## src/rtl/life_tile_pkg.sv

```systemverilog
package life_tile_pkg;

  // Neighbour count of eight cells, saturating at four ("too many").
  function automatic logic [2:0] sat_count8(input logic [7:0] nb);
    logic [3:0] total;
    total = 4'd0;
    for (int i = 0; i < 8; i++) begin
      total = total + {3'd0, nb[i]};
    end
    if (total >= 4'd4) return 3'd4;
    return total[2:0];
  endfunction

  // Next state from own state and a saturated neighbour count.
  function automatic logic life_rule(input logic self_alive, input logic [2:0] cnt);
    logic birth;
    logic survive;
    birth   = (cnt == 3'd3);
    survive = self_alive && (cnt == 3'd2);
    return birth || survive;
  endfunction

endpackage

```

## src/rtl/life_ctx_store.sv

```systemverilog
module life_ctx_store #(
  parameter int CTX_H     = 4,
  parameter int KEEP_COLS = 2,
  parameter int NEW_COLS  = 4,
  localparam int KEEP_BITS = KEEP_COLS * CTX_H,
  localparam int NEW_BITS  = NEW_COLS * CTX_H,
  localparam int WIN_BITS  = KEEP_BITS + NEW_BITS
) (
  input  logic                 clk,
  input  logic                 rst_n,
  input  logic                 load,
  input  logic                 adjacent,
  input  logic [NEW_BITS-1:0]  new_cells,
  output logic [WIN_BITS-1:0]  window,
  output logic [KEEP_BITS-1:0] keep_q
);

  logic [KEEP_BITS-1:0] left_cols;
  logic [KEEP_BITS-1:0] keep_next;

  // Jump to a non-adjacent tile: retained columns read as dead cells.
  always_comb begin
    if (adjacent) left_cols = keep_q;
    else          left_cols = '0;
  end

  assign window    = {new_cells, left_cols};
  assign keep_next = window[WIN_BITS-1 -: KEEP_BITS];

  always_ff @(posedge clk) begin
    if (!rst_n) begin
      keep_q <= '0;
    end else if (load) begin
      keep_q <= keep_next;
    end
  end

endmodule

```

## src/rtl/life_cell_rule.sv

```systemverilog
module life_cell_rule
  import life_tile_pkg::*;
(
  input  logic       self_alive,
  input  logic [7:0] nb,
  output logic [2:0] nb_count,
  output logic       next_alive
);

  assign nb_count   = sat_count8(nb);
  assign next_alive = life_rule(self_alive, nb_count);

endmodule

```

## src/rtl/life_tile_array.sv

```systemverilog
module life_tile_array #(
  parameter int TILE_W = 4,
  parameter int TILE_H = 2,
  localparam int CTX_W    = TILE_W + 2,
  localparam int CTX_H    = TILE_H + 2,
  localparam int WIN_BITS = CTX_W * CTX_H,
  localparam int OUT_BITS = TILE_W * TILE_H
) (
  input  logic [WIN_BITS-1:0]   window,
  output logic [OUT_BITS-1:0]   next_tile,
  output logic [3*OUT_BITS-1:0] counts
);

  function automatic int win_idx(input int col, input int row);
    return col * CTX_H + row;
  endfunction

  for (genvar r = 0; r < TILE_H; r++) begin : g_row
    for (genvar c = 0; c < TILE_W; c++) begin : g_col
      localparam int CX = c + 1;
      localparam int RY = r + 1;
      localparam int OB = r * TILE_W + c;
      logic [7:0] nb;
      logic [2:0] cnt;
      logic       nxt;

      assign nb = {window[win_idx(CX-1, RY-1)], window[win_idx(CX, RY-1)],
                   window[win_idx(CX+1, RY-1)], window[win_idx(CX-1, RY)],
                   window[win_idx(CX+1, RY)],   window[win_idx(CX-1, RY+1)],
                   window[win_idx(CX, RY+1)],   window[win_idx(CX+1, RY+1)]};

      life_cell_rule u_cell (
        .self_alive (window[win_idx(CX, RY)]),
        .nb         (nb),
        .nb_count   (cnt),
        .next_alive (nxt)
      );

      assign next_tile[OB]          = nxt;
      assign counts[3*OB +: 3]      = cnt;
    end
  end

endmodule

```

## src/rtl/life_tile_engine.sv

```systemverilog
module life_tile_engine #(
  parameter int TILE_W = 4,
  parameter int TILE_H = 2,
  localparam int CTX_H     = TILE_H + 2,
  localparam int CTX_W     = TILE_W + 2,
  localparam int KEEP_COLS = 2,
  localparam int IN_BITS   = TILE_W * CTX_H,
  localparam int KEEP_BITS = KEEP_COLS * CTX_H,
  localparam int WIN_BITS  = CTX_W * CTX_H,
  localparam int OUT_BITS  = TILE_W * TILE_H
) (
  input  logic                clk,
  input  logic                rst_n,
  input  logic                start,
  input  logic                adjacent,
  input  logic [IN_BITS-1:0]  cells_in,
  output logic [OUT_BITS-1:0] result,
  output logic                valid
);

  logic [WIN_BITS-1:0]   window;
  logic [KEEP_BITS-1:0]  keep_q;
  logic [OUT_BITS-1:0]   tile_next;
  logic [3*OUT_BITS-1:0] nb_counts;
  logic                  step_fire;

  assign step_fire = start;

  life_ctx_store #(
    .CTX_H     (CTX_H),
    .KEEP_COLS (KEEP_COLS),
    .NEW_COLS  (TILE_W)
  ) u_ctx (
    .clk       (clk),
    .rst_n     (rst_n),
    .load      (step_fire),
    .adjacent  (adjacent),
    .new_cells (cells_in),
    .window    (window),
    .keep_q    (keep_q)
  );

  life_tile_array #(
    .TILE_W (TILE_W),
    .TILE_H (TILE_H)
  ) u_array (
    .window    (window),
    .next_tile (tile_next),
    .counts    (nb_counts)
  );

  always_ff @(posedge clk) begin
    if (!rst_n) begin
      result <= '0;
      valid  <= 1'b0;
    end else begin
      valid <= step_fire;
      if (step_fire) result <= tile_next;
    end
  end

endmodule

```

## config.mk

```make
export PLATFORM = sky130hd
export DESIGN_NAME = life_tile_engine
export DESIGN_NICKNAME = d
export VERILOG_FILES = /design/src/rtl/life_tile_pkg.sv /design/src/rtl/life_ctx_store.sv /design/src/rtl/life_cell_rule.sv /design/src/rtl/life_tile_array.sv /design/src/rtl/life_tile_engine.sv
export SDC_FILE = /design/constraint.sdc
export NUM_CORES = 1
export LEC_CHECK = 0
export ABC_AREA = 1
export BUFFER_PORTS_ARGS = -buffer_cell sky130_fd_sc_hd__buf_4
export CAP_MARGIN = 20
export CORE_UTILIZATION = 63
export CTS_CLUSTER_SIZE = 20
export DETAILED_ROUTE_END_ITERATION = 8
export GPL_TIMING_DRIVEN = 0
export HOLD_SLACK_MARGIN = 0.08
export PLACE_DENSITY = 0.95
export SLEW_MARGIN = 20
export SYNTH_ARGS = -nofsm -noshare
export SYNTH_HDL_FRONTEND = slang
export SYNTH_SLANG_ARGS = --single-unit
export TNS_END_PERCENT = 100
```

## constraint.sdc

```tcl
create_clock -name clk -period 7.5 [get_ports clk]
set_input_delay 1.125 -clock clk [delete_from_list [all_inputs] [get_ports clk]]
set_output_delay 1.125 -clock clk [all_outputs]
set_load 0.05 [all_outputs]
```

==> results of run 1 <==
[area by class of cell]
type,count,area (um^2),share of cell area [%]
repair buffers,28,210,9.05
well taps,44,55.1,2.37
clock buffers,4,26.3,1.13
inverters,69,259,11.1
plain buffers,5,32.5,1.40
flip-flops and latches,17,340,14.6
multi-input cells,164,1400,60.3
[layout by cell type (no fill, tap or decap), drive strengths merged]
cell type	synthesis	final
inv	69	69
nand2	50	50
buf	5	33
fa	31	31
ha	25	25
a21oi	18	18
dfxtp	17	17
o21ai	16	16
nor2	14	14
nand3	8	8
clkbuf	0	4
o21bai	1	1
xnor2	1	1
[per-layer routing]
metal / track usage [%] / share of wire [%] / up-vias
li1: - / - / 826
met1: 33.4 / 41 / 757
met2: 46.3 / 50 / 65
met3: 7.03 / 5.9 / 15
met4: 10.9 / 2.9 / 0
met5: 0 / 0 / -
[synth_stat cells]
master,n,area [um^2]
a21oi_1,18,90.1
buf_2,2,10.0
buf_4,3,22.5
dfxtp_1,17,340
fa_1,31,621
ha_1,25,313
inv_1,69,259
nand2_1,50,188
nand3_1,8,40.0
nor2_1,14,52.6
o21ai_0,13,65.1
o21ai_1,3,15.0
o21bai_1,1,7.51
xnor2_1,1,8.76
[power by group through the flow]
| stage | combinational (uW) | sequential [uW] | clock [uW] |
|---|---|---|---|
| global route | 276 | 105 | 53.4 |
| CTS | 240 | 104 | 49.0 |
| global placement | 223 | 106 | 0 |
| detailed placement | 238 | 106 | 0 |
| finish | 239 | 104 | 47.7 |
| floorplan | 160 | 126 | 0 |
[per-stage QoR]
| step | hold slack, ps | cells | cell area (um^2) | util, % |
|---|---|---|---|---|
| floorplan | 480 | 255 | 2030 | - |
| CTS | 512 | 331 | 2320 | 76.1 |
| global placement | 498 | 327 | 2300 | 75.2 |
| detailed placement | 492 | 327 | 2300 | 75.2 |
| global route | 538 | 331 | 2320 | 76.1 |
| finish | 506 | 331 | 2320 | 76.1 |
[worst max-delay path, delay by kind of cell]
family / cells / cell delay [ps]
fa+ha+maj: 5 / 2220
buf+inv: 3 / 420
simple gates: 3 / 220
compound gates: 1 / 140
[flip-flops by register name, indices dropped and copies added, names as in the netlist]
register / cells
valid: 1
u_ctx.keep_q: 8
result: 8
[worst paths after layout]
check | end | slack, ps
hold reg to reg | result[1] | 510
hold / removal | result[1] | 510
setup reg to reg | result[0] | 4400
setup / recovery | result[0] | 3590
[logic make-up after synthesis]
kind of cell	after synthesis	synth area share, %
buffers and inverters	74	14.3
AND/OR/NAND/NOR	72	13.8
adder cells (fa/ha/maj)	56	45.9
AO/OA/AOI/OAI	35	8.74
flip-flops	17	16.7
XOR/XNOR	1	0.431
==> impl_metrics.env, run 1 <==
export IMPL_num_vias=1663
export IMPL_grt_antenna_before_repair=0
export IMPL_wl_per_cell_um=12.3
export IMPL_grt_overflow=0
export IMPL_power_uw=391
export IMPL_p_clk_share_pct=12.2
export IMPL_syn_instance_count=255
export IMPL_min_period_over_period_pct=52.1
export IMPL_avgViaCountPerCell=5.02
export IMPL_seq_area_frac_synth_pct=16.7
export IMPL_worst_slack_ps=3590
export IMPL_synth_net_count=331
export IMPL_design_die_area_um2=3460
export IMPL_place_ws_ps=3300
export IMPL_dpl_hpwl_um=3450
export IMPL_holdPathStages=2
export IMPL_skew_ps=1.50
export IMPL_cts_hold_buf=0
export IMPL_combPwrFrac_pct=61.1
export IMPL_critPathMaxFanout=5
export IMPL_cpMaxStageDelayCell="fa_1"
export IMPL_post_cts_buffers=0
export IMPL_cts_buffers=3
export IMPL_detail_route_antenna_nets=0
export IMPL_vdd_drop_max_uv=133
export IMPL_grt_pass1_wl_um=6940
export IMPL_slew_headroom_pct=78.2
export IMPL_r2r_cells=11
export IMPL_maxSlewViolCount=0
export IMPL_gp_congestion=0.801
export IMPL_cp_required_ps=7720
export IMPL_route_detailed_drc=0
export IMPL_cp_cell_sequence="buf_4 > inv_1 > fa_1 > fa_1 > inv_1 > fa_1 > ha_1 > fa_1 > nand2_1 > nor2_1 > nand2_1 > a21oi_1"
export IMPL_hold_violations=0
export IMPL_cts_max_level=1
export IMPL_io_pins=29
export IMPL_cts_sinks=17
export IMPL_worstSkewPairLatency_ps=290
export IMPL_crit_path_max_incr_delay_ps=540
export IMPL_cts_resized=0
export IMPL_die_w_um=58.8
export IMPL_p_sw_uw=173
export IMPL_fillers=202
export IMPL_worst_slew_pin_slew_ps=326
export IMPL_drive_gt1_share_pct=12.5
export IMPL_grt_pass1_vias=1642
export IMPL_cts_max_path_buffers=2
export IMPL_max_cap_violations=0
export IMPL_setup_tns_ps=0
export IMPL_rsz0062_at_grt="no"
export IMPL_min_path_type="reg -> reg"
export IMPL_cp_startpoint="cells_in[1]"
export IMPL_intPower_uw=218
export IMPL_syn_to_final_growth_pct=14.3
export IMPL_crit_top_cell="fa_1"
export IMPL_status="complete, no violations"
export IMPL_num_antenna_cells=0
export IMPL_startpoint_type="input pin"
export IMPL_design_core_area_um2=3050
export IMPL_clockRootBuffer="clkbuf_4"
export IMPL_power_density_nw_per_um2=168
export IMPL_clk_pin_slew_worst_paths_ps=90
export IMPL_drt_total_wl_um=4070
export IMPL_initial_core_util_pct=66.6
export IMPL_p_seq_share_pct=26.7
export IMPL_leakagePower_uw=0.00129
export IMPL_critical_path_class="in -> reg"
export IMPL_yosysWarnings=0
export IMPL_r2r_start="u_ctx.keep_q[0]"
export IMPL_end_kind="register"
export IMPL_fin_nets=364
export IMPL_first_iter_violations=59
export IMPL_setup_viol=0
export IMPL_cp_arrival_ps=4130
export IMPL_hp_start="result[1]"
export IMPL_grt_max_degree=11
export IMPL_fmax_ghz=0.256
export IMPL_synthesis_area_um2=2030
export IMPL_cts_tree="built"
export IMPL_io_buffers=28
export IMPL_switching_share_pct=44.3
export IMPL_fin_crit_ps=3910
export IMPL_drtPass1Iterations=4
export IMPL_ys_ff_latch=17
export IMPL_die_h_um=58.8
export IMPL_synth_area_per_cell_um2=7.97
export IMPL_track_usage_pct=27.4
export IMPL_yosysUniqueCellTypes=14
export IMPL_rows=20
Note: power is estimated with default switching activity, not from simulation.
==> run 2: changes to the inputs <==
Settings changed: CORE_UTILIZATION 63 to 58, PLACE_DENSITY 0.95 to 0.92.
Clock period 7.5 ns to 4 ns, I/O delays scaled along.
==> run 2 against run 1 <==
Effect of this change:
- hold slack improved by 9.6 ps
- total power grew 89%
- clock-buffer cell count is 1 lower
- cell count rose by 0.60%
- register-to-register slack got worse by 3400 ps
- worst setup slack lost 2900 ps
- clock power grew 99%
- flip-flop and latch count stayed put
- design area increased by 0.16%
- die area is 8.3% higher
- first-iteration DRC count rose by 49%
==> impl_metrics.env, run 2 (synthesis results as in run 1) <==
export IMPL_r2r_cells=11
export IMPL_drive_gt1_share_pct=12.9
export IMPL_cts_max_path_buffers=2
export IMPL_io_pins=29
export IMPL_holdPathStages=2
export IMPL_route_detailed_drc=0
export IMPL_end_kind="register"
export IMPL_design_core_area_um2=3340
export IMPL_switching_share_pct=44.8
export IMPL_clk_pin_slew_worst_paths_ps=110
export IMPL_max_cap_violations=0
export IMPL_r2r_start="u_ctx.keep_q[0]"
export IMPL_maxSlewViolCount=0
export IMPL_intPower_uw=408
export IMPL_worstSkewPairLatency_ps=300
export IMPL_fin_crit_ps=3330
export IMPL_syn_to_final_growth_pct=14.5
export IMPL_drt_total_wl_um=4090
export IMPL_fillers=275
export IMPL_initial_core_util_pct=60.9
export IMPL_cts_buffers=3
export IMPL_critical_path_class="in -> reg"
export IMPL_fmax_ghz=0.300
export IMPL_first_iter_violations=88
export IMPL_vdd_drop_max_uv=187
export IMPL_reg_largest_list="result (8), u_ctx.keep_q (8), valid (1)"
export IMPL_cts_tree="built"
export IMPL_status="complete, no violations"
export IMPL_slew_headroom_pct=76.6
export IMPL_cts_hold_buf=0
export IMPL_die_h_um=61.2
export IMPL_wl_per_cell_um=12.3
export IMPL_dpl_hpwl_um=3540
export IMPL_p_seq_share_pct=26.5
export IMPL_io_buffers=28
export IMPL_rsz0062_at_grt="no"
export IMPL_power_uw=739
export IMPL_min_path_type="reg -> reg"
export IMPL_grt_antenna_before_repair=0
export IMPL_design_die_area_um2=3740
export IMPL_setup_viol=0
export IMPL_critPathMaxFanout=5
export IMPL_multi_input_area_um2=1400
export IMPL_hold_end="u_ctx.keep_q[7]"
export IMPL_cts_max_level=1
export IMPL_combPwrFrac_pct=60.7
export IMPL_p_sw_uw=331
export IMPL_final_common_cell="inv_1"
export IMPL_p_clk_share_pct=12.8
export IMPL_avgViaCountPerCell=5.07
export IMPL_fin_nets=364
export IMPL_rrSetupSlack_ps=990
export IMPL_worst_slew_pin_slew_ps=350
export IMPL_grt_max_degree=11
export IMPL_post_cts_buffers=0
export IMPL_grt_overflow=0
export IMPL_r2r_end="result[0]"
export IMPL_cts_sinks=17
export IMPL_cp_required_ps=4240
export IMPL_min_period_over_period_pct=83.3
export IMPL_track_usage_pct=26.4
export IMPL_num_vias=1689
export IMPL_startpoint_type="input pin"
export IMPL_drtPass1Iterations=4
export IMPL_cts_resized=0
export IMPL_grt_pass1_wl_um=7070
export IMPL_num_antenna_cells=0
export IMPL_power_density_nw_per_um2=317
export IMPL_cp_arrival_ps=3570
export IMPL_die_w_um=61.2
export IMPL_hold_violations=0
export IMPL_holdWs_ps=515
export IMPL_leakagePower_uw=0.00129
export IMPL_gp_congestion=0.880
export IMPL_setup_tns_ps=0
export IMPL_ff_latch_area_um2=340
export IMPL_hp_start="u_ctx.keep_q[7]"
export IMPL_skew_ps=7.93
export IMPL_grt_pass1_vias=1716
export IMPL_rows=21
export IMPL_clockRootBuffer="clkbuf_4"
export IMPL_detail_route_antenna_nets=0
export IMPL_final_cell_mix="inv_1, nand2_1, buf_4, fa_1, ha_1"
run 2: cell count changes in the layout (fill, tap and decap cells not counted), sizes merged:
cell | previous run | this run
clkbuf | 4 | 3
clkinv | 0 | 1
run 2: worst max-delay path by stage:
| stage | endpoint | depth (start not counted) | from | slack (ps) |
|---|---|---|---|---|
| floorplan | result[0] | 11 | cells_in[1] | 630 |
| global placement | result[0] | 12 | cells_in[1] | 370 |
| detailed placement | result[0] | 12 | cells_in[1] | 320 |
| CTS | result[0] | 12 | cells_in[1] | 640 |
| global route | result[0] | 13 | cells_in[1] | 460 |
| finish | result[0] | 12 | cells_in[1] | 670 |
run 2: worst max-delay path: stages:
cell	delay (ps)
buf_4	110
inv_1	260
fa_1	500
fa_1	550
inv_1	50
fa_1	470
ha_1	220
fa_1	480
nand2_1	50
nor2_1	100
nand2_1	60
a21oi_1	110
run 2: cell type report:
cell class | instances | area share [%]
repair buffers | 28 | 9.03
well taps | 46 | 2.47
plain buffers | 5 | 1.40
clock inverters | 1 | 0.215
inverters | 69 | 11.1
clock buffers | 3 | 0.968
flip-flops and latches | 17 | 14.6
multi-input cells | 164 | 60.2
run 2: metal layers:
layer | track usage [%] | wire length (um) | share of wire (%)
met2 | 46.7 | 2070 | 51
met3 | 6.72 | 290 | 7.1
met4 | 7.47 | 51 | 1.2
met1 | 31.7 | 1670 | 41
met5 | 0 | 0 | 0
run 2: through the flow:
| stage | cells | instance area [um^2] | util (%) | setup slack [ps] |
|---|---|---|---|---|
| 6_report | 333 | 2330 | 69.7 | 667 |
| 5_1_grt | 333 | 2330 | 69.7 | 463 |
| 4_1_cts | 333 | 2330 | 69.7 | 644 |
| 3_5_place_dp | 329 | 2300 | 68.9 | 317 |
| 3_3_place_gp | 329 | 2300 | 68.9 | 369 |
| 2_1_floorplan | 255 | 2030 | - | 632 |
run 2: power groups by stage:
stage               logic, uW  registers (uW)  clock network (uW)
floorplan                 300             235                   0
global placement          421             198                   0
detailed placement        450             199                   0
CTS                       453             195                96.3
global route              521             197                 110
finish                    449             195                94.7
==> run 3: changes to the inputs <==
Settings changed: ABC_AREA 1 to 0, CORE_UTILIZATION 58 to 52, PLACE_DENSITY 0.92 to 0.87.
Clock period 4 ns to 2.75 ns, I/O delays scaled along.
==> run 3 against run 2 <==
Effect of this change:
- the run now ends with negative setup slack left
- clock-buffer cell count unchanged
- worst setup slack got worse by 1000 ps
- area after synthesis down 0.18%
- die area increased by 11%
- clock power increased by 120%
- critical path type unchanged
==> impl_metrics.env, run 3 <==
export IMPL_clk_pin_slew_worst_paths_ps=80
export IMPL_grt_pass1_vias=1762
export IMPL_drt_total_wl_um=4740
export IMPL_setup_tns_ps=-2320
export IMPL_async_flop_share_pct=0
export IMPL_yosysWarnings=0
export IMPL_crit_path_max_incr_delay_ps=530
export IMPL_cp_arrival_ps=3300
export IMPL_synthesis_area_um2=2030
export IMPL_rows=22
export IMPL_yosysTopAreaCell="fa_1"
export IMPL_initial_core_util_pct=55.0
export IMPL_synth_area_per_cell_um2=9.26
export IMPL_track_usage_pct=26.0
export IMPL_end_kind="register"
export IMPL_fillers=272
export IMPL_crit_top_cell="fa_1"
export IMPL_critPathMaxFanout=5
export IMPL_clockRootBuffer="clkbuf_8"
export IMPL_cp_required_ps=2950
export IMPL_avgViaCountPerCell=5.17
export IMPL_status="finished, violations left"
export IMPL_io_buffers=27
export IMPL_critical_path_top_delay_family="adder cells"
export IMPL_grt_max_degree=11
export IMPL_worstSkewPairLatency_ps=260
export IMPL_vdd_drop_max_uv=278
export IMPL_synth_top_family_by_area="adder cells"
export IMPL_die_w_um=64.5
export IMPL_cts_hold_buf=0
export IMPL_holdWs_ps=407
export IMPL_wl_per_cell_um=15.3
export IMPL_synth_net_count=295
export IMPL_cpMaxStageDelayCell="fa_1"
export IMPL_critical_path_class="in -> reg"
export IMPL_worst_slack_ps=-354
export IMPL_worst_slew_pin_slew_ps=651
export IMPL_skew_ps=1.05
export IMPL_maxSlewViolCount=0
export IMPL_synth_edff_count=0
export IMPL_drtPass1Iterations=4
export IMPL_min_path_type="in -> reg"
export IMPL_ff_latch_area_um2=343
export IMPL_power_density_nw_per_um2=453
export IMPL_hold_violations=0
export IMPL_setup_viol=8
export IMPL_final_cell_mix="inv_1, buf_4, fa_1, ha_1"
export IMPL_failed_checks="negative setup slack"
export IMPL_grt_overflow=0
export IMPL_cp_cell_sequence="buf_8 > clkinvlp_4 > buf_6 > fa_1 > fa_1 > fa_1 > inv_2 > ha_4 > fa_2 > o211ai_1 > o21ai_1"
export IMPL_reg_largest_list="result (8), u_ctx.keep_q (8), valid (1)"
export IMPL_cts_max_level=1
export IMPL_dpl_hpwl_um=3520
export IMPL_route_detailed_drc=0
export IMPL_cts_buffers=3
export IMPL_syn_to_final_growth_pct=29.5
export IMPL_slew_headroom_pct=56.5
export IMPL_die_h_um=64.5
export IMPL_drive_gt1_share_pct=31.7
export IMPL_ys_ff_latch=17
export IMPL_leakagePower_uw=0.00133
export IMPL_synth_simple_area_share_pct=10.2
export IMPL_max_cap_violations=0
export IMPL_fmax_ghz=0.322
export IMPL_cts_max_path_buffers=2
export IMPL_rsz0062_at_grt="yes"
export IMPL_seq_area_frac_synth_pct=16.8
export IMPL_syn_instance_count=219
export IMPL_synth_ff_type="dfxtp_1"
export IMPL_cts_tree="built"
export IMPL_gp_congestion=0.797
export IMPL_design_die_area_um2=4150
export IMPL_num_antenna_cells=0
export IMPL_grt_pass1_wl_um=8020
export IMPL_yosysMostFrequentCell="inv_1"
export IMPL_detail_route_antenna_nets=0
export IMPL_final_common_cell="inv_1"
export IMPL_fin_nets=339
export IMPL_synth_area_leaders="fa_1, dfxtp_1, ha_1"
export IMPL_synth_xor_area_share_pct=0.432
export IMPL_first_iter_violations=62
export IMPL_fin_crit_ps=3100
export IMPL_min_period_over_period_pct=113
export IMPL_synth_compound_area_share_pct=10.4
export IMPL_cts_sinks=17
export IMPL_multi_input_area_um2=1550
export IMPL_path_buf_inv=4
export IMPL_design_core_area_um2=3690
export IMPL_io_pins=29
export IMPL_ys_top_cells_by_count="inv_1, fa_1, ha_1, dfxtp_1, nand2_1"
export IMPL_yosysUniqueCellTypes=24
export IMPL_num_vias=1603
export IMPL_synthAdderAreaFrac_pct=46.0
export IMPL_startpoint_type="input pin"
export IMPL_synth_area_mux_share_pct=3.95
export IMPL_synth_top_cell_area_share_pct=30.6
export IMPL_grt_antenna_before_repair=0
## run 3: cell families after synthesis
family / Yosys count
muxes: 8
adders and majority gates: 56
AOI/OAI and AO/OA: 32
buffers and inverters: 60
DFF: 17
and+or+nand+nor: 45
xor gates and xnor gates: 1
## run 3: worst paths after layout
kind	slack (ps)	endpoint	depth (start not counted)	startpoint
max	-350	result[2]	11	cells_in[1]
min	410	u_ctx.keep_q[0]	3	cells_in[8]
max reg2reg	-300	result[0]	10	u_ctx.keep_q[0]
min reg2reg	460	result[7]	2	result[7]
## run 3: repair_timing
item / in CTS / in global routing
resized for setup: 19 / 12
setup buffers: 8 / 4
pin swaps: 22 / 7
endpoints found under the setup margin: 8 / 8
## run 3: power by group
part | leakage, uW | total (uW) | internal, uW | switching [uW]
Sequential | 0.000140 | 287 | 272 | 15.1
Clock | 0.0000255 | 206 | 101 | 105
Combinational | 0.00116 | 696 | 310 | 385
Total | 0.00133 | 1190 | 683 | 506
## run 3: area by class of cell
class                           instances  area share [%]
Sequential cell                        17            13.1
Inverter                               56            8.58
Clock buffer                            3            1.57
Multi-Input combinational cell        142            59.0
Timing Repair Buffer                   39            13.4
Clock inverter                          1           0.191
Tap cell                               48            2.29
Buffer                                  4            1.91
## run 3: per-stage QoR
| stage | cells | power (uW) | utilization [%] | setup WS (ps) | area (um^2) |
|---|---|---|---|---|---|
| after floorplan | 219 | 736 | - | -388 | 2100 |
| after global placement | 294 | 857 | 64.0 | -576 | 2360 |
| after detailed placement | 294 | 897 | 64.0 | -677 | 2360 |
| after CTS | 306 | 1140 | 69.1 | -356 | 2550 |
| after global routing | 310 | 1300 | 71.2 | -432 | 2630 |
| final | 310 | 1190 | 71.2 | -354 | 2630 |
## run 3: worst register-to-register path: stages, from the launching register on
cell     delay [ps]
dfxtp_2         360
nand2_4          50
fa_1            480
fa_1            500
inv_1            50
fa_1            440
ha_2            200
fa_2            510
nand2_1          50
o31ai_1         190
o211a_1         170
## run 3: per-layer routing
metal	wire length [um]	up-vias	GRT usage (%)
met5	0	-	0
met4	77	0	9.44
met3	199	8	3.52
met2	2560	42	47.4
met1	1900	788	31.1
li1	-	765	-
